===== config.mk =====
export PLATFORM = sky130hd
export DESIGN_NAME = clk_gate_ctrl
export DESIGN_NICKNAME = d
export VERILOG_FILES = /design/src/rtl/cg_pkg.sv /design/src/rtl/cg_wr_lock.sv /design/src/rtl/cg_ctrl_reg.sv /design/src/rtl/cg_gate_timer.sv /design/src/rtl/clk_gate_ctrl.sv
export SDC_FILE = /design/constraint.sdc
export NUM_CORES = 1
export LEC_CHECK = 0
export BUFFER_PORTS_ARGS = -buffer_cell sky130_fd_sc_hd__buf_4
export CAP_MARGIN = 20
export CORE_ASPECT_RATIO = 0.9
export CORE_MARGIN = 2
export CORE_UTILIZATION = 35
export CTS_CLUSTER_SIZE = 20
export DETAILED_ROUTE_END_ITERATION = 10
export PLACE_DENSITY = 0.78
export SYNTH_ARGS = -nofsm -noshare
export SYNTH_HDL_FRONTEND = slang
export SYNTH_SLANG_ARGS = --single-unit

===== constraint.sdc =====
create_clock -name clk_i -period 5.9 [get_ports clk_i]
set_input_delay 0.295 -clock clk_i [delete_from_list [all_inputs] [get_ports clk_i]]
set_output_delay 0.295 -clock clk_i [all_outputs]
set_load 0.05 [all_outputs]

===== src/rtl/cg_pkg.sv =====
package cg_pkg;
  localparam int unsigned DATA_W = 32;
  localparam logic [DATA_W-1:0] UNLOCK_KEY = 32'h00A5A500;

  typedef struct packed {
    logic hyst_long;
    logic hyst_en;
    logic sw_own;
    logic sw_on;
  } cg_ctrl_t;

  localparam int unsigned CTRL_W = $bits(cg_ctrl_t);
endpackage


===== src/rtl/cg_wr_lock.sv =====
module cg_wr_lock
  import cg_pkg::*;
#(
  parameter int unsigned ADDR_W   = 8,
  parameter logic [ADDR_W-1:0] LOCK_OFF = '0
) (
  input  logic              clk_i,
  input  logic              rst_ni,
  input  logic              wr_en_i,
  input  logic [ADDR_W-1:0] addr_i,
  input  logic [DATA_W-1:0] wdata_i,
  output logic              unlocked_o
);
  logic hit, key_ok;
  assign hit    = wr_en_i && (addr_i == LOCK_OFF);
  assign key_ok = (wdata_i[DATA_W-1:1] == UNLOCK_KEY[DATA_W-1:1]);

  always_ff @(posedge clk_i or negedge rst_ni) begin
    if (!rst_ni)            unlocked_o <= 1'b0;
    else if (hit && key_ok) unlocked_o <= wdata_i[0];
  end

  // a keyless write leaves the lock untouched
  a_r3_bad_key_ignored: assert property (@(posedge clk_i) disable iff (!rst_ni)
    (wr_en_i && addr_i == LOCK_OFF && wdata_i[DATA_W-1:1] != UNLOCK_KEY[DATA_W-1:1])
      |=> $stable(unlocked_o));
endmodule


===== src/rtl/cg_ctrl_reg.sv =====
module cg_ctrl_reg
  import cg_pkg::*;
#(
  parameter int unsigned ADDR_W   = 8,
  parameter logic [ADDR_W-1:0] CTRL_OFF = 8'h04
) (
  input  logic              clk_i,
  input  logic              rst_ni,
  input  logic              wr_en_i,
  input  logic [ADDR_W-1:0] addr_i,
  input  logic [CTRL_W-1:0] wdata_i,
  input  logic              unlocked_i,
  output cg_ctrl_t          ctrl_o
);
  always_ff @(posedge clk_i or negedge rst_ni) begin
    if (!rst_ni) ctrl_o <= '0;
    else if (wr_en_i && addr_i == CTRL_OFF && unlocked_i) ctrl_o <= cg_ctrl_t'(wdata_i);
  end

  // locked writes are dropped
  a_r4_locked_write_dropped: assert property (@(posedge clk_i) disable iff (!rst_ni)
    (wr_en_i && addr_i == CTRL_OFF && !unlocked_i) |=> $stable(ctrl_o));
endmodule


===== src/rtl/cg_gate_timer.sv =====
module cg_gate_timer #(
  parameter int unsigned ON_DLY     = 4,
  parameter int unsigned OFF_DLY    = 4,
  parameter int unsigned HYST_SHORT = 16,
  parameter int unsigned HYST_LONG  = 64
) (
  input  logic clk_i,
  input  logic rst_ni,
  input  logic req_i,
  input  logic hyst_en_i,
  input  logic hyst_long_i,
  output logic state_o
);
  localparam int unsigned MAX_A = (ON_DLY > OFF_DLY) ? ON_DLY : OFF_DLY;
  localparam int unsigned MAX_B = (HYST_SHORT > HYST_LONG) ? HYST_SHORT : HYST_LONG;
  localparam int unsigned MAX_D = (MAX_A > MAX_B) ? MAX_A : MAX_B;
  localparam int unsigned CNT_W = $clog2(MAX_D + 1);

  logic [CNT_W-1:0] cnt_q, lim;

  always_comb begin
    if (req_i)          lim = CNT_W'(ON_DLY - 1);
    else if (!hyst_en_i) lim = CNT_W'(OFF_DLY - 1);
    else if (hyst_long_i) lim = CNT_W'(HYST_LONG - 1);
    else                lim = CNT_W'(HYST_SHORT - 1);
  end

  always_ff @(posedge clk_i or negedge rst_ni) begin
    if (!rst_ni) begin
      state_o <= 1'b0;
      cnt_q   <= '0;
    end else if (req_i != state_o) begin
      if (cnt_q >= lim) begin
        state_o <= req_i;
        cnt_q   <= '0;
      end else begin
        cnt_q <= cnt_q + 1'b1;
      end
    end else begin
      cnt_q <= '0;  // request matches: any pending change is cancelled
    end
  end

  // the state only moves toward a request that differed before the edge
  a_r8_change_needs_request: assert property (@(posedge clk_i) disable iff (!rst_ni)
    !$stable(state_o) |-> ($past(req_i) != $past(state_o)));
  // a matching request holds the state
  a_r11_match_holds: assert property (@(posedge clk_i) disable iff (!rst_ni)
    (req_i == state_o) |=> $stable(state_o));
  // the counter stays within the longest window
  a_r9_cnt_bounded: assert property (@(posedge clk_i) disable iff (!rst_ni)
    cnt_q < CNT_W'(MAX_D));
endmodule


===== src/rtl/clk_gate_ctrl.sv =====
module clk_gate_ctrl
  import cg_pkg::*;
#(
  parameter int unsigned ADDR_W     = 8,
  parameter logic [ADDR_W-1:0] LOCK_OFF = 8'h00,
  parameter logic [ADDR_W-1:0] CTRL_OFF = 8'h04,
  parameter bit          NO_DISABLE = 1'b0,
  parameter int unsigned ON_DLY     = 4,
  parameter int unsigned OFF_DLY    = 4,
  parameter int unsigned HYST_SHORT = 16,
  parameter int unsigned HYST_LONG  = 64
) (
  input  logic              clk_i,
  input  logic              rst_ni,
  input  logic              wr_en_i,
  input  logic [ADDR_W-1:0] addr_i,
  input  logic [31:0]       wdata_i,
  output logic [31:0]       rd_data_o,
  input  logic              hw_req_i,
  output logic              clk_en_o
);
  logic     unlocked, req, state;
  cg_ctrl_t ctrl;

  cg_wr_lock #(.ADDR_W(ADDR_W), .LOCK_OFF(LOCK_OFF)) i_lock (
    .clk_i, .rst_ni, .wr_en_i, .addr_i,
    .wdata_i   (wdata_i),
    .unlocked_o(unlocked)
  );

  cg_ctrl_reg #(.ADDR_W(ADDR_W), .CTRL_OFF(CTRL_OFF)) i_ctrl (
    .clk_i, .rst_ni, .wr_en_i, .addr_i,
    .wdata_i   (wdata_i[CTRL_W-1:0]),
    .unlocked_i(unlocked),
    .ctrl_o    (ctrl)
  );

  generate
    if (NO_DISABLE) begin : g_nodis
      assign req = ctrl.sw_own ? 1'b1 : hw_req_i;
    end else begin : g_norm
      assign req = ctrl.sw_own ? ctrl.sw_on : hw_req_i;
    end
  endgenerate

  cg_gate_timer #(
    .ON_DLY(ON_DLY), .OFF_DLY(OFF_DLY), .HYST_SHORT(HYST_SHORT), .HYST_LONG(HYST_LONG)
  ) i_timer (
    .clk_i, .rst_ni,
    .req_i      (req),
    .hyst_en_i  (ctrl.hyst_en),
    .hyst_long_i(ctrl.hyst_long),
    .state_o    (state)
  );

  assign clk_en_o = state;

  always_comb begin
    rd_data_o = '0;
    if (addr_i == LOCK_OFF)      rd_data_o[0] = unlocked;
    else if (addr_i == CTRL_OFF) rd_data_o[CTRL_W:0] = {state, ctrl};
  end

  // in hardware ownership, a steady low request never turns the gate on
  a_r6_hw_low_stays_off: assert property (@(posedge clk_i) disable iff (!rst_ni)
    (!ctrl.sw_own && !hw_req_i && !clk_en_o) |=> !clk_en_o);
endmodule


==> impl_metrics.yaml <==
logic_synthesis:
  synth.distinct_cells: 30
  syn_inst: 104
  ys_ff_latch: 13
  synth_edf_count: 0
  yosysWarnings: 0
  synth.avg_cell_area_um2: 9.937
  synth_area_um2: 1033
  synth_flop_cell: "dfrtp_1"
  seq_area_frac_synth_pct: 31.48
  async_reset_ff_share_pct: 100.0
global_routing:
  antenna_found_initial: 0
  grt_pass1_vias: 807
  globalRoute.totalOverflow: 0
  grt_pass1_wl_um: 3381
  grt_max_degree: 14
  grt_usage_pct: 12.58
drt:
  dr.pass1.iters: 4
  routed_wirelength_um: 2114
  avgViaCountPerCell: 4.264
  wl_per_cell_um: 10.73
  vias: 840
  drc: 0
  final_antenna_net_count: 0
  drt_iter0_markers: 29
layout:
  register_area_um2: 325.3
  final_core_util_pct: 49.95
  antenna_cells: 0
  drive_gt1_share_pct: 41.40
  area_delta_synth_final_pct: 33.90
  final_area_um2: 1384
  stdcell_count: 197
  fill_cells: 264
  nets: 207
  multi_input_area_um2: 595.6
clock_tree:
  cts.clk_slew.worst_paths_ns: 0.08
  post_cts_buffers: 0
  cts_root_buf: "clkbuf_4"
  cts_tree: "yes"
  cts_buffer_depth: 2
  cts_resized: 0
  h-tree-depth: 1
  numCtsBuffers: 3
  hold_buffers: 1
  clock_latency_ns: 0.28
  cts_num_sinks: 13
floorplanning:
  fp.dieW_um: 61.28
  dieArea_um2: 3404
  initial_core_util_pct: 37.31
  core_um2: 2770
  die_h_um: 55.55
  rows: 18
  num_io_pins: 77
timing:
  rsz0062_at_grt: "false"
  post-route-period-util_pct: 37.72
  worst_pin_slew_ns: 0.4960
  worst_slack_ns: 3.675
  maxSlewHeadroom_pct: 66.79
  finalCriticalPeriod_ns: 2.225
  clock_skew_ns: 0.008964
  hold_viol: 0
  drv_slew: 0
  finalSetupViolCount: 0
  max_freq_mhz: 449.4
  setup_tns_ns: 0
  hold-worst-slack_ns: 0.2476
placed_design:
  place.detailed.instances: 192
  globalplace.congestion: 0.7409
  port_buffers: 49
  dp_hpwl_um: 1845
  place_area_um2: 1346
  dp_slack_ns: 3.671
pwr:
  power_mw: 0.2929
  leakagePower_nw: 0.7352
  p_per_area_nw_per_um2: 211.6
  ir_drop_uv: 70.85
worst_setup_path:
  required_ns: 6.10
  arrival_ns: 2.42
  cp_max_fo: 7
  critical_path_class: "reg2reg"
  end_kind: "flip-flop"
  critPathLaunchType: "flip-flop"
job:
  maxCapViolations: 0
worst_hold_path:
  hp-class: "in2reg"
status:
  status: "complete, no violations"
[sequential cells by signal, summed over array words and instances, names as in the netlist]
signal,flops
i_ctrl.ctrl_o,4
i_timer.state_o,1
i_timer.cnt_q,7
i_lock.unlocked_o,1
[layout make-up]
cell class | count | area share, %
clock buffers | 3 | 1.627
clock inverters | 1 | 0.3617
well taps | 40 | 3.617
multi-input cells | 88 | 43.04
inverters | 2 | 0.5425
flip-flops and latches | 13 | 23.51
repair buffers | 50 | 27.31
[where the power goes]
group / internal, mW / switching (mW)
combinational: 0.0433 / 0.0827
clock: 0.0251 / 0.0293
sequential: 0.0996 / 0.0128
[worst paths after layout]
path	from	slack (ns)	end	depth (start not counted)
max	i_ctrl.ctrl_o[1]	3.67	i_timer.cnt_q[1]	7
min	wdata_i[0]	0.25	i_lock.unlocked_o	2
max reg2reg	i_ctrl.ctrl_o[1]	3.67	i_timer.cnt_q[1]	7
min reg2reg	i_timer.cnt_q[0]	0.53	i_timer.cnt_q[0]	1
max in group asynchronous	rst_ni	5.35	i_timer.cnt_q[0]	2
min in group asynchronous	rst_ni	0.38	i_timer.state_o	2
[synthesized netlist by cell type, types with 2 or more instances]
library cell / number / area [µm²]
a21o_1: 2 / 15.01
and2_2: 4 / 30.03
and3_1: 2 / 12.51
buf_4: 27 / 202.7
dfrtp_1: 13 / 325.3
ha_1: 5 / 62.56
inv_1: 2 / 7.510
mux2_4: 4 / 60.06
mux2i_1: 2 / 20.02
nand2_1: 2 / 7.510
nand3_1: 5 / 25.02
nand4_1: 2 / 12.51
nor2_1: 8 / 30.03
nor4_1: 3 / 18.77
nor4b_1: 4 / 35.03
xnor2_1: 3 / 26.28
xor2_1: 3 / 26.28
[worst max-delay path, stage by stage (launching register included)]
cell and delay [ns]:
dfrtp_1 0.39, mux2i_1 0.37, nand3_1 0.17, ha_1 0.32, a21o_1 0.16, a211oi_1 0.29, o211ai_1 0.28, nor2_1 0.17
[logic make-up after synthesis]
group	after synthesis	share of synthesized area, %
muxes	7	8.838
adders and majority gates	5	6.053
AOI/OAI and AO/OA	7	4.842
buffers and inverters	29	20.34
xor gates and xnor gates	6	5.086
and+or+nand+nor	36	23.00
DFF	13	31.48
other	1	0.3628
[per-layer routing]
layer  wire length [µm]  GRT usage (%)  up-vias
met2               1124          21.88       45
met5                  0              0        -
met4                  0         0.9317        0
met3                177          3.747        0
li1                   -              -      418
met1                811          15.57      377
[cell usage in the layout (no fill, tap or decap), types with 3 or more instances in the layout]
cell type  instances
and2_2             4
buf_4             49
clkbuf_4           3
conb_1            27
dfrtp_1           13
ha_1               5
mux2_4             4
nand3_1            5
nor2_1             8
nor4_1             3
nor4b_1            4
xnor2_1            3
xor2_1             3
(Power assumes the default switching activity.)
